## config.mk

```make
export PLATFORM = sky130hd
export DESIGN_NAME = uart_tx_serializer
export DESIGN_NICKNAME = d
export VERILOG_FILES = /design/src/rtl/uart_txs_pkg.sv /design/src/rtl/uart_txs_hold.sv /design/src/rtl/uart_txs_shift.sv /design/src/rtl/uart_tx_serializer.sv
export SDC_FILE = /design/constraint.sdc
export NUM_CORES = 1
export LEC_CHECK = 0
export ABC_AREA = 1
export BUFFER_PORTS_ARGS = -buffer_cell sky130_fd_sc_hd__buf_4
export CAP_MARGIN = 25
export CORE_ASPECT_RATIO = 1.4
export CORE_MARGIN = 4
export CORE_UTILIZATION = 40
export CTS_CLUSTER_SIZE = 12
export DETAILED_ROUTE_END_ITERATION = 8
export PLACE_DENSITY = 0.7
export SETUP_SLACK_MARGIN = 0.1
export SYNTH_ARGS = -nofsm -noshare
export SYNTH_HDL_FRONTEND = slang
export SYNTH_SLANG_ARGS = --single-unit
```

## constraint.sdc

```tcl
create_clock -name clk -period 1.9 [get_ports clk]
set_clock_uncertainty 0.1 [all_clocks]
set_input_delay 0.19 -clock clk [delete_from_list [all_inputs] [get_ports clk]]
set_output_delay 0.19 -clock clk [all_outputs]
set_load 0.1 [all_outputs]
```

## src/rtl/uart_txs_pkg.sv

```systemverilog
package uart_txs_pkg;

    typedef enum logic [1:0] {
        PH_START = 2'd0,
        PH_DATA  = 2'd1,
        PH_PAR   = 2'd2,
        PH_STOP  = 2'd3
    } txs_phase_e;

    typedef struct packed {
        logic [1:0] wlen;
        logic       stop_long;
        logic       par_en;
        logic       par_even;
        logic       par_stick;
    } txs_fmt_t;

    localparam int MIN_BITS = 5;

    // number of data bits for a word length code
    function automatic logic [3:0] fmt_bits(input logic [1:0] wlen);
        return 4'(MIN_BITS) + {2'b00, wlen};
    endfunction

    // mask of the byte bits that are actually sent
    function automatic logic [7:0] fmt_mask(input logic [1:0] wlen);
        logic [7:0] m;
        m = '0;
        for (int i = 0; i < 8; i++) begin
            m[i] = (i < int'(fmt_bits(wlen)));
        end
        return m;
    endfunction

    // parity bit value for a byte under a given format
    function automatic logic fmt_parity(input logic [7:0] d, input txs_fmt_t f);
        logic x;
        x = ^(d & fmt_mask(f.wlen));
        if (f.par_stick) begin
            return ~f.par_even;
        end
        return f.par_even ? x : ~x;
    endfunction

endpackage

```

## src/rtl/uart_txs_hold.sv

```systemverilog
module uart_txs_hold #(
    parameter int DW = 8
) (
    input  logic          clk,
    input  logic          rst,
    input  logic          wr_en,
    input  logic [DW-1:0] wr_data,
    input  logic          take,
    output logic          full,
    output logic [DW-1:0] data,
    output logic          overflow
);

    always_ff @(posedge clk) begin
        if (rst) begin
            full     <= 1'b0;
            data     <= '0;
            overflow <= 1'b0;
        end else begin
            overflow <= wr_en & full;
            if (wr_en && !full) begin
                full <= 1'b1;
                data <= wr_data;
            end else if (take) begin
                full <= 1'b0;
            end
        end
    end


    hold_keep_chk: assert property (@(posedge clk) disable iff (rst)
        (wr_en && full) |=> $stable(data));

endmodule

```

## src/rtl/uart_txs_shift.sv

```systemverilog
module uart_txs_shift
    import uart_txs_pkg::*;
#(
    parameter int DW  = 8,
    parameter int OSR = 16
) (
    input  logic          clk,
    input  logic          rst,
    input  logic          tick,
    input  logic          load,
    input  logic [DW-1:0] load_data,
    input  txs_fmt_t      load_fmt,
    output logic          busy,
    output logic          line
);

    localparam int CW = $clog2(2 * OSR + 1);
    localparam int BW = $clog2(DW);

    logic          busy_q;
    txs_phase_e    ph_q;
    logic [CW-1:0] tcnt_q;
    logic [BW-1:0] bidx_q;
    logic [DW-1:0] sh_q;
    txs_fmt_t      fmt_q;
    logic          par_q;

    logic [CW-1:0] len;
    logic          bit_done;
    logic          last_data;

    // length of the current element in ticks
    always_comb begin
        if (ph_q == PH_STOP) begin
            if (!fmt_q.stop_long) begin
                len = CW'(OSR);
            end else if (fmt_q.wlen == 2'b00) begin
                len = CW'(OSR + OSR / 2);
            end else begin
                len = CW'(2 * OSR);
            end
        end else begin
            len = CW'(OSR);
        end
    end

    assign bit_done  = busy_q && tick && (tcnt_q == len - 1'b1);
    assign last_data = (int'(bidx_q) == int'(fmt_bits(fmt_q.wlen)) - 1);

    always_ff @(posedge clk) begin
        if (rst) begin
            busy_q <= 1'b0;
            ph_q   <= PH_START;
            tcnt_q <= '0;
            bidx_q <= '0;
            sh_q   <= '0;
            fmt_q  <= '0;
            par_q  <= 1'b0;
        end else if (!busy_q) begin
            if (load) begin
                busy_q <= 1'b1;
                ph_q   <= PH_START;
                tcnt_q <= '0;
                bidx_q <= '0;
                sh_q   <= load_data;
                fmt_q  <= load_fmt;
                par_q  <= fmt_parity(8'(load_data), load_fmt);
            end
        end else if (tick) begin
            if (!bit_done) begin
                tcnt_q <= tcnt_q + 1'b1;
            end else begin
                tcnt_q <= '0;
                unique case (ph_q)
                    PH_START: ph_q <= PH_DATA;
                    PH_DATA: begin
                        if (last_data) begin
                            ph_q <= fmt_q.par_en ? PH_PAR : PH_STOP;
                        end else begin
                            sh_q   <= sh_q >> 1;
                            bidx_q <= bidx_q + 1'b1;
                        end
                    end
                    PH_PAR:  ph_q   <= PH_STOP;
                    PH_STOP: busy_q <= 1'b0;
                endcase
            end
        end
    end

    always_comb begin
        unique case (ph_q)
            PH_START: line = 1'b0;
            PH_DATA:  line = sh_q[0];
            PH_PAR:   line = par_q;
            PH_STOP:  line = 1'b1;
        endcase
    end

    assign busy = busy_q;


    tick_range_chk: assert property (@(posedge clk) disable iff (rst)
        busy_q |-> (tcnt_q < len));


    line_steady_chk: assert property (@(posedge clk) disable iff (rst)
        (busy_q && $past(busy_q) && !$past(tick)) |-> $stable(line));


    stop_exit_chk: assert property (@(posedge clk) disable iff (rst)
        $fell(busy_q) |-> ($past(ph_q) == PH_STOP && $past(tick)));


    data_count_chk: assert property (@(posedge clk) disable iff (rst)
        (busy_q && ph_q == PH_DATA) |-> (int'(bidx_q) < int'(fmt_bits(fmt_q.wlen))));

endmodule

```

## src/rtl/uart_tx_serializer.sv

```systemverilog
module uart_tx_serializer
    import uart_txs_pkg::*;
#(
    parameter int DW  = 8,
    parameter int OSR = 16
) (
    input  logic          clk,
    input  logic          rst,
    input  logic          tick,
    input  logic          wr_en,
    input  logic [DW-1:0] wr_data,
    input  logic [1:0]    cfg_wlen,
    input  logic          cfg_stop_long,
    input  logic          cfg_par_en,
    input  logic          cfg_par_even,
    input  logic          cfg_par_stick,
    input  logic          cfg_break,
    output logic          txd,
    output logic          hold_empty,
    output logic          all_empty,
    output logic          wr_overflow
);

    txs_fmt_t      fmt;
    logic          hold_full;
    logic [DW-1:0] hold_data;
    logic          take;
    logic          sh_busy;
    logic          sh_line;

    assign fmt = '{wlen: cfg_wlen, stop_long: cfg_stop_long, par_en: cfg_par_en,
                   par_even: cfg_par_even, par_stick: cfg_par_stick};

    assign take = hold_full & ~sh_busy;

    uart_txs_hold #(.DW(DW)) u_hold (
        .clk      (clk),
        .rst      (rst),
        .wr_en    (wr_en),
        .wr_data  (wr_data),
        .take     (take),
        .full     (hold_full),
        .data     (hold_data),
        .overflow (wr_overflow)
    );

    uart_txs_shift #(.DW(DW), .OSR(OSR)) u_shift (
        .clk       (clk),
        .rst       (rst),
        .tick      (tick),
        .load      (take),
        .load_data (hold_data),
        .load_fmt  (fmt),
        .busy      (sh_busy),
        .line      (sh_line)
    );

    assign txd        = ~cfg_break & (sh_busy ? sh_line : 1'b1);
    assign hold_empty = ~hold_full;
    assign all_empty  = ~hold_full & ~sh_busy;


    hand_off_chk: assert property (@(posedge clk) disable iff (rst)
        (hold_full && !sh_busy) |=> (sh_busy && !hold_full));


    idle_return_chk: assert property (@(posedge clk) disable iff (rst)
        $rose(all_empty) |-> $fell(sh_busy));

endmodule

```

==> results of run 1 <==
==> per-layer routing <==
metal  GRT usage, %  routed length, um
met5              0                  0
met2           27.9               2190
met1           19.1               1810
met4           7.74                 87
met3           2.80                139
==> worst max-delay path, delay by kind of cell, from the launching register on <==
kind                     cells  cell delay (ns)
AO/OA/AOI/OAI                1             0.16
XOR/XNOR                     1             0.10
adder cells (fa/ha/maj)      2             0.38
buffers and inverters        1             0.12
flip-flops                   1             0.35
AND/OR/NAND/NOR              7             0.71
==> final timing paths <==
path / startpoint / end / slack, ns / depth (start not counted)
max reg2reg: u_shift.ph_q[0] / u_shift.bidx_q[1] / -0.1 / 12
min: wr_data[7] / u_hold.data[7] / 0.02 / 3
max: u_shift.ph_q[0] / u_shift.bidx_q[1] / -0.1 / 12
min reg2reg: u_shift.fmt_q[2] / u_shift.fmt_q[2] / 0.36 / 2
==> stage by stage <==
stage | utilization [%] | setup WS [ns]
2_1_floorplan | - | -0.0421
3_3_place_gp | 50.0 | -0.0627
3_5_place_dp | 50.0 | -0.137
4_1_cts | 52.7 | -0.108
5_1_grt | 55.4 | -0.232
6_report | 55.4 | -0.0959
==> cell usage after synthesis <==
cell type	instances	area [um^2]
sky130_fd_sc_hd__xor2_1	5	43.8
sky130_fd_sc_hd__nor2_1	27	101
sky130_fd_sc_hd__nor2_2	2	12.5
sky130_fd_sc_hd__nand4_1	12	75.1
sky130_fd_sc_hd__nand3_2	1	10.0
sky130_fd_sc_hd__nand2_1	62	233
sky130_fd_sc_hd__a211oi_1	1	7.51
sky130_fd_sc_hd__inv_1	28	105
sky130_fd_sc_hd__nand3_1	15	75.1
sky130_fd_sc_hd__clkbuf_1	6	22.5
sky130_fd_sc_hd__dfxtp_1	35	701
sky130_fd_sc_hd__nand2_2	1	6.26
sky130_fd_sc_hd__ha_1	7	87.6
sky130_fd_sc_hd__inv_2	2	7.51
sky130_fd_sc_hd__buf_4	1	7.51
sky130_fd_sc_hd__a21oi_1	31	155
sky130_fd_sc_hd__buf_6	1	11.3
sky130_fd_sc_hd__o21ai_0	21	105
sky130_fd_sc_hd__a31o_2	1	8.76
sky130_fd_sc_hd__clkinv_1	1	3.75
sky130_fd_sc_hd__buf_2	2	10.0
sky130_fd_sc_hd__nor3b_1	1	7.51
sky130_fd_sc_hd__nor3_1	2	10.0
sky130_fd_sc_hd__xnor2_1	4	35.0
==> what timing repair did <==
action                                  4_1_cts  5_1_grt
gates cloned                                  0        2
setup buffers                                 0        3
pin swaps                                     0       22
gates resized for setup                       6       20
endpoints found under the setup margin       19       20
==> where the power goes <==
part	internal (mW)	switching [mW]	total [mW]	leakage, nW
Combinational	0.165	0.270	0.435	0.669
Clock	0.256	0.261	0.517	0.0412
Sequential	0.779	0.0367	0.816	0.287
==> cell families (layout without fill, tap and decap cells) <==
family          Yosys count  count (layout)  share of synthesized area, %
fa+ha+maj                 7               7                          4.76
xor+xnor                  9               9                          4.28
flops                    35              35                          38.0
simple gates            123             124                          28.8
compound gates           54              54                          15.0
buf+inv                  41              75                          9.10
==> state kept, by name (all words and copies together) (netlist names) <==
name,cells
u_shift.bidx_q,3
u_shift.par_q,1
u_hold.overflow,1
u_shift.busy,1
u_shift.fmt_q,4
u_shift.tcnt_q,6
u_shift.ph_q,2
u_hold.full,1
u_hold.data,8
u_shift.sh_q,8
==> layout make-up <==
type	instances	area, um^2	area share [%]
Sequential cell	35	703	29.2
Clock buffer	6	72.6	3.01
Multi-Input combinational cell	194	1130	47.1
Clock inverter	2	12.5	0.519
Tap cell	60	75.1	3.12
Inverter	31	121	5.04
Timing Repair Buffer	36	290	12.1
==> PnR_summary.wiki, run 1 <==
{| class="wikitable"
! Metric !! Value
|-
| Outcome || complete, but fails checks
|-
| Violations in the final reports || negative setup slack
|-
| Summed negative setup slack over all endpoints || -0.583 ns
|-
| Vias in the first global route || 1,692
|-
| Via density per instance || 4.91
|-
| Cts hold-fix bufs || 0
|-
| Largest net degree at the start of global routing || 24
|-
| Critical path class || flop to flop
|-
| Worst slew margin relative to its limit || 69.2%
|-
| Mean Syn Cell Area || 6.85 um^2
|-
| Horizontal die dimension || 65.4 um
|-
| Fill count || 443
|-
| Number of synthesized register bits || 35
|-
| Total power || 1.77 mW
|-
| Number of routed nets with antenna violations || 0
|-
| Routability congestion estimate from global placement || 0.766
|-
| Category of the worst setup path launch point || flop
|-
| Die outline area || 5770 um^2
|-
| Final critical-path share of the clock period || 105%
|-
| Average routed wire per standard cell || 11.6 um
|-
| Leakage power figure || 0.997 nW
|-
| Post-route non-filler standard cell count || 364
|-
| Setup repair after global routing missed its margin || yes
|-
| Final hold slack || 0.0250 ns
|-
| Syn_nets || 295
|-
| Die height || 88.3 um
|-
| Tightest Hold Check Type || input pin to flop
|-
| Gr usage total || 16.1%
|-
| Worst endpoint data arrival time || 2.11 ns
|-
| Rows || 28
|-
| Fraction of final layout cells sized beyond drive strength 1 || 24.0%
|-
| Final wirelength || 4.23 mm
|-
| Chain of cells forming the critical path || ha_4, nand2_4, nor2_4, ha_4, xnor2_2, nand2_1, nor2_2, nand3_2, nand2_4, buf_6, nand4_1, a21oi_2
|-
| Worst skew pair latency || 0.28 ns
|-
| WP data required || 2.02 ns
|-
| Crit path capture type || flop
|-
| Final nets || 329
|-
| Clock net sink count || 35
|-
| Violation count after the first detailed-route iteration || 103
|-
| Cell total after placement || 351
|-
| Longest Clk Path Bufs || 2
|-
| Max Fclk || 0.501 GHz
|-
| Inserted Diodes || 0
|-
| Synth-to-Final Area Change || 30.8%
|-
| Via count of the routed design || 1,789
|-
| Sequential element share of the synthesized area || 38.0%
|-
| Clock root cell || sky130_fd_sc_hd__clkbuf_8
|-
| Port Buffer Count || 22
|-
| Finish-stage setup viols || 14
|-
| Most used cells in the layout excluding fill and tap cells || 59 x sky130_fd_sc_hd__nand2_1, 33 x sky130_fd_sc_hd__buf_4, 33 x sky130_fd_sc_hd__dfxtp_1, 29 x sky130_fd_sc_hd__a21oi_1, 26 x sky130_fd_sc_hd__inv_1
|-
| Maxcap violations || 0
|-
| Number of buffers added by the clock tree synthesis step || 5
|-
| Slew Limit Fails || 0
|-
| Global-route wire length before repair || 7.31 mm
|-
| Core area || 4340 um^2
|-
| Pwr/cell area || 734 nW/um^2
|-
| Gr ovfl total || 0
|-
| Count of endpoints failing hold in the final timing report || 0
|-
| Effective utilization at floorplan || 42.4%
|-
| Most frequent standard cell in the layout excluding fill and tap cells || sky130_fd_sc_hd__nand2_1
|-
| Netlist area before placement || 1840 um^2
|-
| Final instance area || 2410 um^2
|-
| Synth cell types || 24
|-
| Final critical-path setup slack || -0.0959 ns
|-
| Maximum cell stage delay along the critical path || 0.35 ns
|-
| Slew at the pin closest to its max-slew limit || 0.461 ns
|-
| Synthesized instance count || 269
|-
| CTS clk-pin slew, worst paths || 0.07 ns
|-
| TritonCTS clock tree || done
|-
| DRT Pass-1 Iters || 4
|-
| Final critical delay including setup and external delays || 2.00 ns
|-
| Instance area after placement || 2170 um^2
|-
| I/O pin cnt || 23
|-
| Detailed-route DRC error count || 0
|-
| Maximum resistive drop on vdd || 0.498 mV
|-
| Level count of the clock H-tree || 2
|-
| Initial antenna violation count || 0
|-
| Highest-delay cell along the critical path || sky130_fd_sc_hd__dfxtp_2
|-
| Number of warnings issued by yosys || 0
|-
| Total half-perimeter wirelength after legalization and detailed placement || 3.06 mm
|-
| Highest fanout seen on the critical path || 5
|}
Note: power is estimated with default switching activity, not from simulation.
==> run 2, diff against run 1 <==
--- a/config.mk
+++ b/config.mk
@@ -6,14 +6,14 @@
 export NUM_CORES = 1
 export LEC_CHECK = 0
 export ABC_AREA = 1
-export BUFFER_PORTS_ARGS = -buffer_cell sky130_fd_sc_hd__buf_4
 export CAP_MARGIN = 25
 export CORE_ASPECT_RATIO = 1.4
 export CORE_MARGIN = 4
 export CORE_UTILIZATION = 40
 export CTS_CLUSTER_SIZE = 12
 export DETAILED_ROUTE_END_ITERATION = 8
-export PLACE_DENSITY = 0.7
+export DONT_BUFFER_PORTS = 1
+export PLACE_DENSITY = 0.65
 export SETUP_SLACK_MARGIN = 0.1
 export SYNTH_ARGS = -nofsm -noshare
 export SYNTH_HDL_FRONTEND = slang
==> PnR_summary.wiki, run 2 (same netlist as run 1, synthesis figures left out) <==
{| class="wikitable"
! Metric !! Value
|-
| CTS clk-pin slew, worst paths || 0.07 ns
|-
| CP bufs+invs || 2
|-
| Clock net sink count || 35
|-
| Number of routed nets with antenna violations || 0
|-
| Core area || 4340 um^2
|-
| Switching fraction of total power || 31.1%
|-
| Rows || 28
|-
| Inserted Diodes || 0
|-
| Synth-to-Final Area Change || 28.6%
|-
| Gr usage total || 16.5%
|-
| Maxcap violations || 0
|-
| Max Fclk || 0.509 GHz
|-
| Routed wire length on met2 || 2.18 mm
|-
| Worst skew pair latency || 0.29 ns
|-
| Category of the worst setup path launch point || flop
|-
| Global-route wire length before repair || 7.44 mm
|-
| Setup repair after global routing missed its margin || yes
|-
| Violations in the final reports || negative hold slack, negative setup slack
|-
| Clock root cell || sky130_fd_sc_hd__clkbuf_8
|-
| Vias in the first global route || 1,669
|-
| Count of endpoints failing hold in the final timing report || 17
|-
| Final instance area || 2370 um^2
|-
| Slew at the pin closest to its max-slew limit || 0.459 ns
|-
| Final nets || 320
|-
| Chain of cells forming the critical path || ha_4, nand3_2, inv_4, ha_4, xnor2_2, nand2_1, nor2_2, nand3_2, nand2_2, buf_6, nand4_1, a21oi_1
|-
| Number of buffers added by the clock tree synthesis step || 5
|-
| Fill count || 441
|-
| Effective utilization at floorplan || 42.4%
|-
| Initial antenna violation count || 0
|-
| Longest Clk Path Bufs || 2
|-
| Fraction of final layout cells sized beyond drive strength 1 || 19.3%
|-
| Most frequent standard cell in the layout excluding fill and tap cells || sky130_fd_sc_hd__nand2_1
|-
| Horizontal die dimension || 65.4 um
|-
| TritonCTS clock tree || done
|-
| Total half-perimeter wirelength after legalization and detailed placement || 3.01 mm
|-
| Final hold slack || -0.140 ns
|-
| Detailed-route DRC error count || 0
|-
| Crit path capture type || flop
|-
| Most used cells in the layout excluding fill and tap cells || 58 x sky130_fd_sc_hd__nand2_1, 32 x sky130_fd_sc_hd__dfxtp_1, 29 x sky130_fd_sc_hd__a21oi_1, 26 x sky130_fd_sc_hd__inv_1, 23 x sky130_fd_sc_hd__nor2_1
|-
| Net Switching || 0.570 mW
|-
| Pre-CTS worst setup slack || -0.129 ns
|-
| Via density per instance || 4.95
|-
| Highest fanout seen on the critical path || 10
|-
| Final critical-path share of the clock period || 103%
|-
| Registers with the most flip-flops || u_hold.data x8, u_shift.sh_q x8, u_shift.tcnt_q x6
|-
| Int Power || 1.26 mW
|-
| Top Family by Delay on Critical Path || simple AND/OR/NAND/NOR gates
|-
| Final critical delay including setup and external delays || 1.96 ns
|-
| Beginning of the critical path || u_shift.ph_q[0]
|-
| Instance area after placement || 2050 um^2
|-
| Gr ovfl total || 0
|-
| DRT Pass-1 Iters || 4
|-
| Tightest Hold Check Type || input pin to flop
|-
| Slew Limit Fails || 0
|-
| Finish-stage setup viols || 18
|-
| Critical path class || flop to flop
|-
| Wl on met1 || 1.81 mm
|-
| Die height || 88.3 um
|-
| Highest metal used || met4
|-
| Seq pwr share || 44.5%
|-
| Maximum resistive drop on vdd || 0.625 mV
|-
| Port Buffer Count || 0
|-
| Startpoint of the tightest hold check path || rst
|-
| Proportion of power drawn by combinational gates || 22.3%
|-
| Cts hold-fix bufs || 10
|-
| Worst endpoint data arrival time || 2.09 ns
|-
| Largest net degree at the start of global routing || 24
|-
| WP data required || 2.02 ns
|-
| Outcome || complete, but fails checks
|-
| Via count of the routed design || 1,756
|-
| Maximum cell stage delay along the critical path || 0.35 ns
|-
| Final wirelength || 4.24 mm
|-
| Die outline area || 5770 um^2
|-
| Pwr/cell area || 773 nW/um^2
|-
| Worst reg2reg path startpoint || u_shift.ph_q[0]
|-
| Routability congestion estimate from global placement || 0.757
|-
| Summed negative setup slack over all endpoints || -0.619 ns
|-
| Worst slew margin relative to its limit || 69.3%
|-
| DR WL met3 || 184 um
|-
| Violation count after the first detailed-route iteration || 63
|-
| Total power || 1.83 mW
|-
| Highest-delay cell along the critical path || sky130_fd_sc_hd__dfxtp_2
|-
| Level count of the clock H-tree || 2
|-
| I/O pin cnt || 23
|-
| Share of total power in the clock network || 33.2%
|-
| Leakage power figure || 0.959 nW
|-
| Average routed wire per standard cell || 11.9 um
|-
| Final critical-path setup slack || -0.0643 ns
|}
run 2: cell count changes in the layout (fill, tap and decap cells not counted), moves of 2 or more:
cell | before | now
sky130_fd_sc_hd__nand3_4 | 3 | 1
sky130_fd_sc_hd__dlygate4sd3_1 | 0 | 10
sky130_fd_sc_hd__nand2_2 | 2 | 4
sky130_fd_sc_hd__nand3_2 | 1 | 3
sky130_fd_sc_hd__clkbuf_8 | 5 | 7
sky130_fd_sc_hd__buf_4 | 33 | 15
run 2: what timing repair did:
action	in CTS	in global routing
resized for setup	10	11
setup endpoints to repair	20	20
pin swaps	4	13
setup buffers	1	3
hold endpoints to repair	27	17
run 2: layout make-up:
class,count,area [um^2],area share (%)
clock buffer,7,96.3,4.07
clock inverter,1,7.51,0.317
inverter,31,121,5.12
multi-input combinational,193,1110,46.8
sequential,35,704,29.7
tap,60,75.1,3.17
timing repair buffer,28,255,10.8
run 2: power groups by stage:
stage | clock network (mW) | logic, mW | registers, mW
after floorplan | 0 | 0.277 | 0.832
after global placement | 0 | 0.358 | 0.827
after detailed placement | 0 | 0.360 | 0.829
after CTS | 0.622 | 0.395 | 0.813
after global routing | 0.659 | 0.457 | 0.821
final | 0.609 | 0.408 | 0.815
run 2: worst paths after layout:
check | to | slack (ns) | cells past startpoint
min | u_shift.sh_q[1] | -0.14 | 1
max | u_shift.sh_q[3] | -0.06 | 12
max reg2reg | u_shift.sh_q[3] | -0.06 | 12
min reg2reg | u_shift.sh_q[7] | 0.36 | 2
run 2: per-layer routing:
| metal | vias to the layer above | GRT usage, % |
|---|---|---|
| li1 | 928 | - |
| met1 | 790 | 19.2 |
| met2 | 32 | 28.9 |
| met3 | 6 | 4.07 |
| met4 | 0 | 6.23 |
| met5 | - | 0 |
run 2: stage by stage:
stage,utilization [%],std cells
floorplan,-,269
global placement,47.2,333
detailed placement,47.2,333
CTS,53.1,352
global route,54.5,355
finish,54.5,355
run 2: worst reg2reg max path, cell delays in order, from the launching register on:
cell	delay, ns
sky130_fd_sc_hd__dfxtp_2	0.35
sky130_fd_sc_hd__ha_4	0.16
sky130_fd_sc_hd__nand3_2	0.11
sky130_fd_sc_hd__inv_4	0.09
sky130_fd_sc_hd__ha_4	0.20
sky130_fd_sc_hd__xnor2_2	0.11
sky130_fd_sc_hd__nand2_1	0.08
sky130_fd_sc_hd__nor2_2	0.10
sky130_fd_sc_hd__nand3_2	0.10
sky130_fd_sc_hd__nand2_2	0.11
sky130_fd_sc_hd__buf_6	0.14
sky130_fd_sc_hd__nand4_1	0.08
sky130_fd_sc_hd__a21oi_1	0.15
==> run 3, diff against run 2 <==
--- a/config.mk
+++ b/config.mk
@@ -17,4 +17,5 @@
 export SETUP_SLACK_MARGIN = 0.1
 export SYNTH_ARGS = -nofsm -noshare
 export SYNTH_HDL_FRONTEND = slang
+export SYNTH_HIERARCHICAL = 1
 export SYNTH_SLANG_ARGS = --single-unit
==> PnR_summary.wiki, run 3 <==
{| class="wikitable"
! Metric !! Value
|-
| Outcome || complete, but fails checks
|-
| Violations in the final reports || negative hold slack, negative setup slack
|-
| Detailed-route DRC error count || 0
|-
| Chain of cells forming the critical path || ha_4, nand2_4, nor2_4, ha_4, xor2_2, nor3_2, nand2_1, nand2_2, nand2_4, buf_4, nand2_2, a21oi_1
|-
| Number of warnings issued by yosys || 6
|-
| Most used cells in the layout excluding fill and tap cells || 66 x sky130_fd_sc_hd__nand2_1, 47 x sky130_fd_sc_hd__nor2_1, 33 x sky130_fd_sc_hd__dfxtp_1, 30 x sky130_fd_sc_hd__inv_1, 25 x sky130_fd_sc_hd__nand3_1
|-
| Core area || 4800 um^2
|-
| CP bufs+invs || 1
|-
| Horizontal die dimension || 67.4 um
|-
| Reg area || 706 um^2
|-
| Routed wire length on met2 || 2.28 mm
|-
| Gr usage total || 16.0%
|-
| Area used by multi-input combinational logic || 1210 um^2
|-
| Violation count after the first detailed-route iteration || 60
|-
| Number of synthesized register bits || 35
|-
| Fraction of final layout cells sized beyond drive strength 1 || 21.3%
|-
| Worst skew pair latency || 0.29 ns
|-
| Leakage power figure || 1.13 nW
|-
| Top Family by Delay on Critical Path || simple AND/OR/NAND/NOR gates
|-
| Level count of the clock H-tree || 2
|-
| Wl on met1 || 1.81 mm
|-
| Synth area leader || sky130_fd_sc_hd__dfxtp_1
|-
| Most frequent standard cell in the layout excluding fill and tap cells || sky130_fd_sc_hd__nand2_1
|-
| Instance area after placement || 2180 um^2
|-
| Crit path capture type || flop
|-
| Pre-CTS worst setup slack || -0.212 ns
|-
| Die height || 91.1 um
|-
| Most common flop cell mapped by yosys || sky130_fd_sc_hd__dfxtp_1
|-
| Worst slew margin relative to its limit || 72.2%
|-
| Highest fanout seen on the critical path || 11
|-
| Category of the worst setup path launch point || flop
|-
| Effective utilization at floorplan || 41.1%
|-
| Clock root cell || sky130_fd_sc_hd__clkbuf_8
|-
| EDFF count, synth || 0
|-
| Final wirelength || 4.41 mm
|-
| WP data required || 1.98 ns
|-
| Max Fclk || 0.493 GHz
|-
| Syn_nets || 323
|-
| Tightest Hold Check Type || input pin to flop
|-
| TritonCTS clock tree || done
|-
| Final critical delay including setup and external delays || 2.03 ns
|-
| Gr ovfl total || 0
|-
| Count of endpoints failing hold in the final timing report || 11
|-
| Port Buffer Count || 0
|-
| Int Power || 1.38 mW
|-
| Mean Syn Cell Area || 6.64 um^2
|-
| Cts hold-fix bufs || 4
|-
| Pwr/cell area || 852 nW/um^2
|-
| Maxcap violations || 0
|-
| I/O pin cnt || 23
|-
| Most common cell in the netlist || sky130_fd_sc_hd__nand2_1
|-
| Summed negative setup slack over all endpoints || -1.10 ns
|-
| Post-synth top cells || 70 x sky130_fd_sc_hd__nand2_1, 49 x sky130_fd_sc_hd__nor2_1, 35 x sky130_fd_sc_hd__dfxtp_1, 35 x sky130_fd_sc_hd__inv_1, 25 x sky130_fd_sc_hd__nand3_1
|-
| Slew Limit Fails || 0
|-
| Final critical-path share of the clock period || 107%
|-
| Asr flop ratio synth || 0%
|-
| Number of buffers added by the clock tree synthesis step || 5
|-
| Final hold slack || -0.142 ns
|-
| Registers with the most flip-flops || u_hold/data x8, u_shift/sh_q x8, u_shift/tcnt_q x6
|-
| Fill count || 495
|-
| Initial antenna violation count || 0
|-
| Rows || 30
|-
| Total half-perimeter wirelength after legalization and detailed placement || 3.18 mm
|-
| Finish-stage setup viols || 14
|-
| Share of total power in the clock network || 28.6%
|-
| Vias in the first global route || 1,746
|-
| Average routed wire per standard cell || 11.5 um
|-
| Final nets || 345
|-
| DR WL met3 || 181 um
|-
| Worst endpoint data arrival time || 2.11 ns
|-
| DRT Pass-1 Iters || 4
|-
| Synth cell types || 31
|-
| Maximum resistive drop on vdd || 0.833 mV
|-
| Critical path class || flop to flop
|-
| Area fraction of the dominant cell type after synthesis || 35.5%
|-
| Highest-delay cell along the critical path || sky130_fd_sc_hd__dfxtp_4
|-
| Global-route wire length before repair || 7.47 mm
|-
| Clock net sink count || 35
|-
| Proportion of power drawn by combinational gates || 30.0%
|-
| Maximum cell stage delay along the critical path || 0.37 ns
|-
| Net Switching || 0.721 mW
|-
| Sequential element share of the synthesized area || 35.5%
|-
| Synthesized instance count || 297
|-
| Routability congestion estimate from global placement || 0.786
|-
| Slew at the pin closest to its max-slew limit || 0.416 ns
|-
| Seq pwr share || 41.4%
|-
| Cells taking the most area after synthesis || sky130_fd_sc_hd__dfxtp_1 36%, sky130_fd_sc_hd__nand2_1 13%, sky130_fd_sc_hd__nor2_1 9.3%, sky130_fd_sc_hd__inv_1 6.7%, sky130_fd_sc_hd__nand3_1 6.3%
|-
| Setup repair after global routing missed its margin || yes
|-
| CTS clk-pin slew, worst paths || 0.07 ns
|-
| Inserted Diodes || 0
|-
| Highest metal used || met4
|-
| Synth-to-Final Area Change || 25.0%
|-
| Longest Clk Path Bufs || 2
|-
| Die outline area || 6140 um^2
|-
| Netlist area before placement || 1970 um^2
|-
| Largest net degree at the start of global routing || 23
|-
| Final critical-path setup slack || -0.130 ns
|-
| Final instance area || 2470 um^2
|-
| Via count of the routed design || 1,865
|-
| Switching fraction of total power || 34.3%
|-
| Number of routed nets with antenna violations || 0
|-
| Via density per instance || 4.86
|-
| Total power || 2.10 mW
|}
==> run 3: final timing paths <==
| path | from | endpoint | slack, ns | depth (start not counted) |
|---|---|---|---|---|
| worst max-delay path | u_shift/ph_q[0] | u_shift/sh_q[7] | -0.13 | 12 |
| worst min-delay path | rst | u_shift/busy | -0.14 | 1 |
| worst max register to register | u_shift/ph_q[0] | u_shift/sh_q[7] | -0.13 | 12 |
| worst min register to register | u_shift/tcnt_q[3] | u_shift/tcnt_q[3] | 0.36 | 2 |
==> run 3: power groups by stage <==
stage / combinational [mW] / clock, mW / sequential, mW
final: 0.631 / 0.601 / 0.871
after global routing: 0.705 / 0.648 / 0.881
after CTS: 0.614 / 0.616 / 0.868
after detailed placement: 0.552 / 0 / 0.880
after global placement: 0.547 / 0 / 0.878
after floorplan: 0.413 / 0 / 0.882
==> run 3: cells by family (layout without fill, tap and decap cells) <==
family / after synthesis / count (layout) / synth area share [%]
xor+xnor: 8 / 8 / 3.55
buf+inv: 46 / 69 / 10.1
simple gates: 159 / 159 / 34.4
fa+ha+maj: 7 / 7 / 4.44
flops: 35 / 35 / 35.5
compound gates: 42 / 42 / 12.0
==> run 3: worst reg2reg max path, cell delays in order (launching register included) <==
cell and delay [ns]:
sky130_fd_sc_hd__dfxtp_4 0.37, sky130_fd_sc_hd__ha_4 0.17, sky130_fd_sc_hd__nand2_4 0.06, sky130_fd_sc_hd__nor2_4 0.11, sky130_fd_sc_hd__ha_4 0.22, sky130_fd_sc_hd__xor2_2 0.14
sky130_fd_sc_hd__nor3_2 0.18, sky130_fd_sc_hd__nand2_1 0.08, sky130_fd_sc_hd__nand2_2 0.11, sky130_fd_sc_hd__nand2_4 0.12, sky130_fd_sc_hd__buf_4 0.16, sky130_fd_sc_hd__nand2_2 0.05
sky130_fd_sc_hd__a21oi_1 0.05
==> run 3: what timing repair did <==
item / CTS / global route
pin swaps: 11 / 8
hold endpoints to repair: 24 / 11
resized for setup: 30 / 8
cloned: 0 / 0
setup endpoints to repair: 19 / 20
buffers inserted: 1 / 0
==> run 3: metal layers <==
layer  track usage, %  up-vias
met5                0        -
met4             8.97        0
met3             3.22       12
met2             27.2       43
met1             17.9      831
li1                 -      979
==> run 3: area by class of cell <==
class,instances,area share (%)
Sequential cell,35,28.6
Timing Repair Buffer,22,8.57
Tap cell,64,3.25
Multi-Input combinational cell,216,49.2
Clock buffer,8,4.06
Inverter,39,6.34
==> run 3: metrics by stage <==
stage / std cells / util (%)
finish: 384 / 51.3
global route: 384 / 51.3
CTS: 384 / 50.6
detailed placement: 371 / 45.3
global placement: 371 / 45.3
floorplan: 297 / -
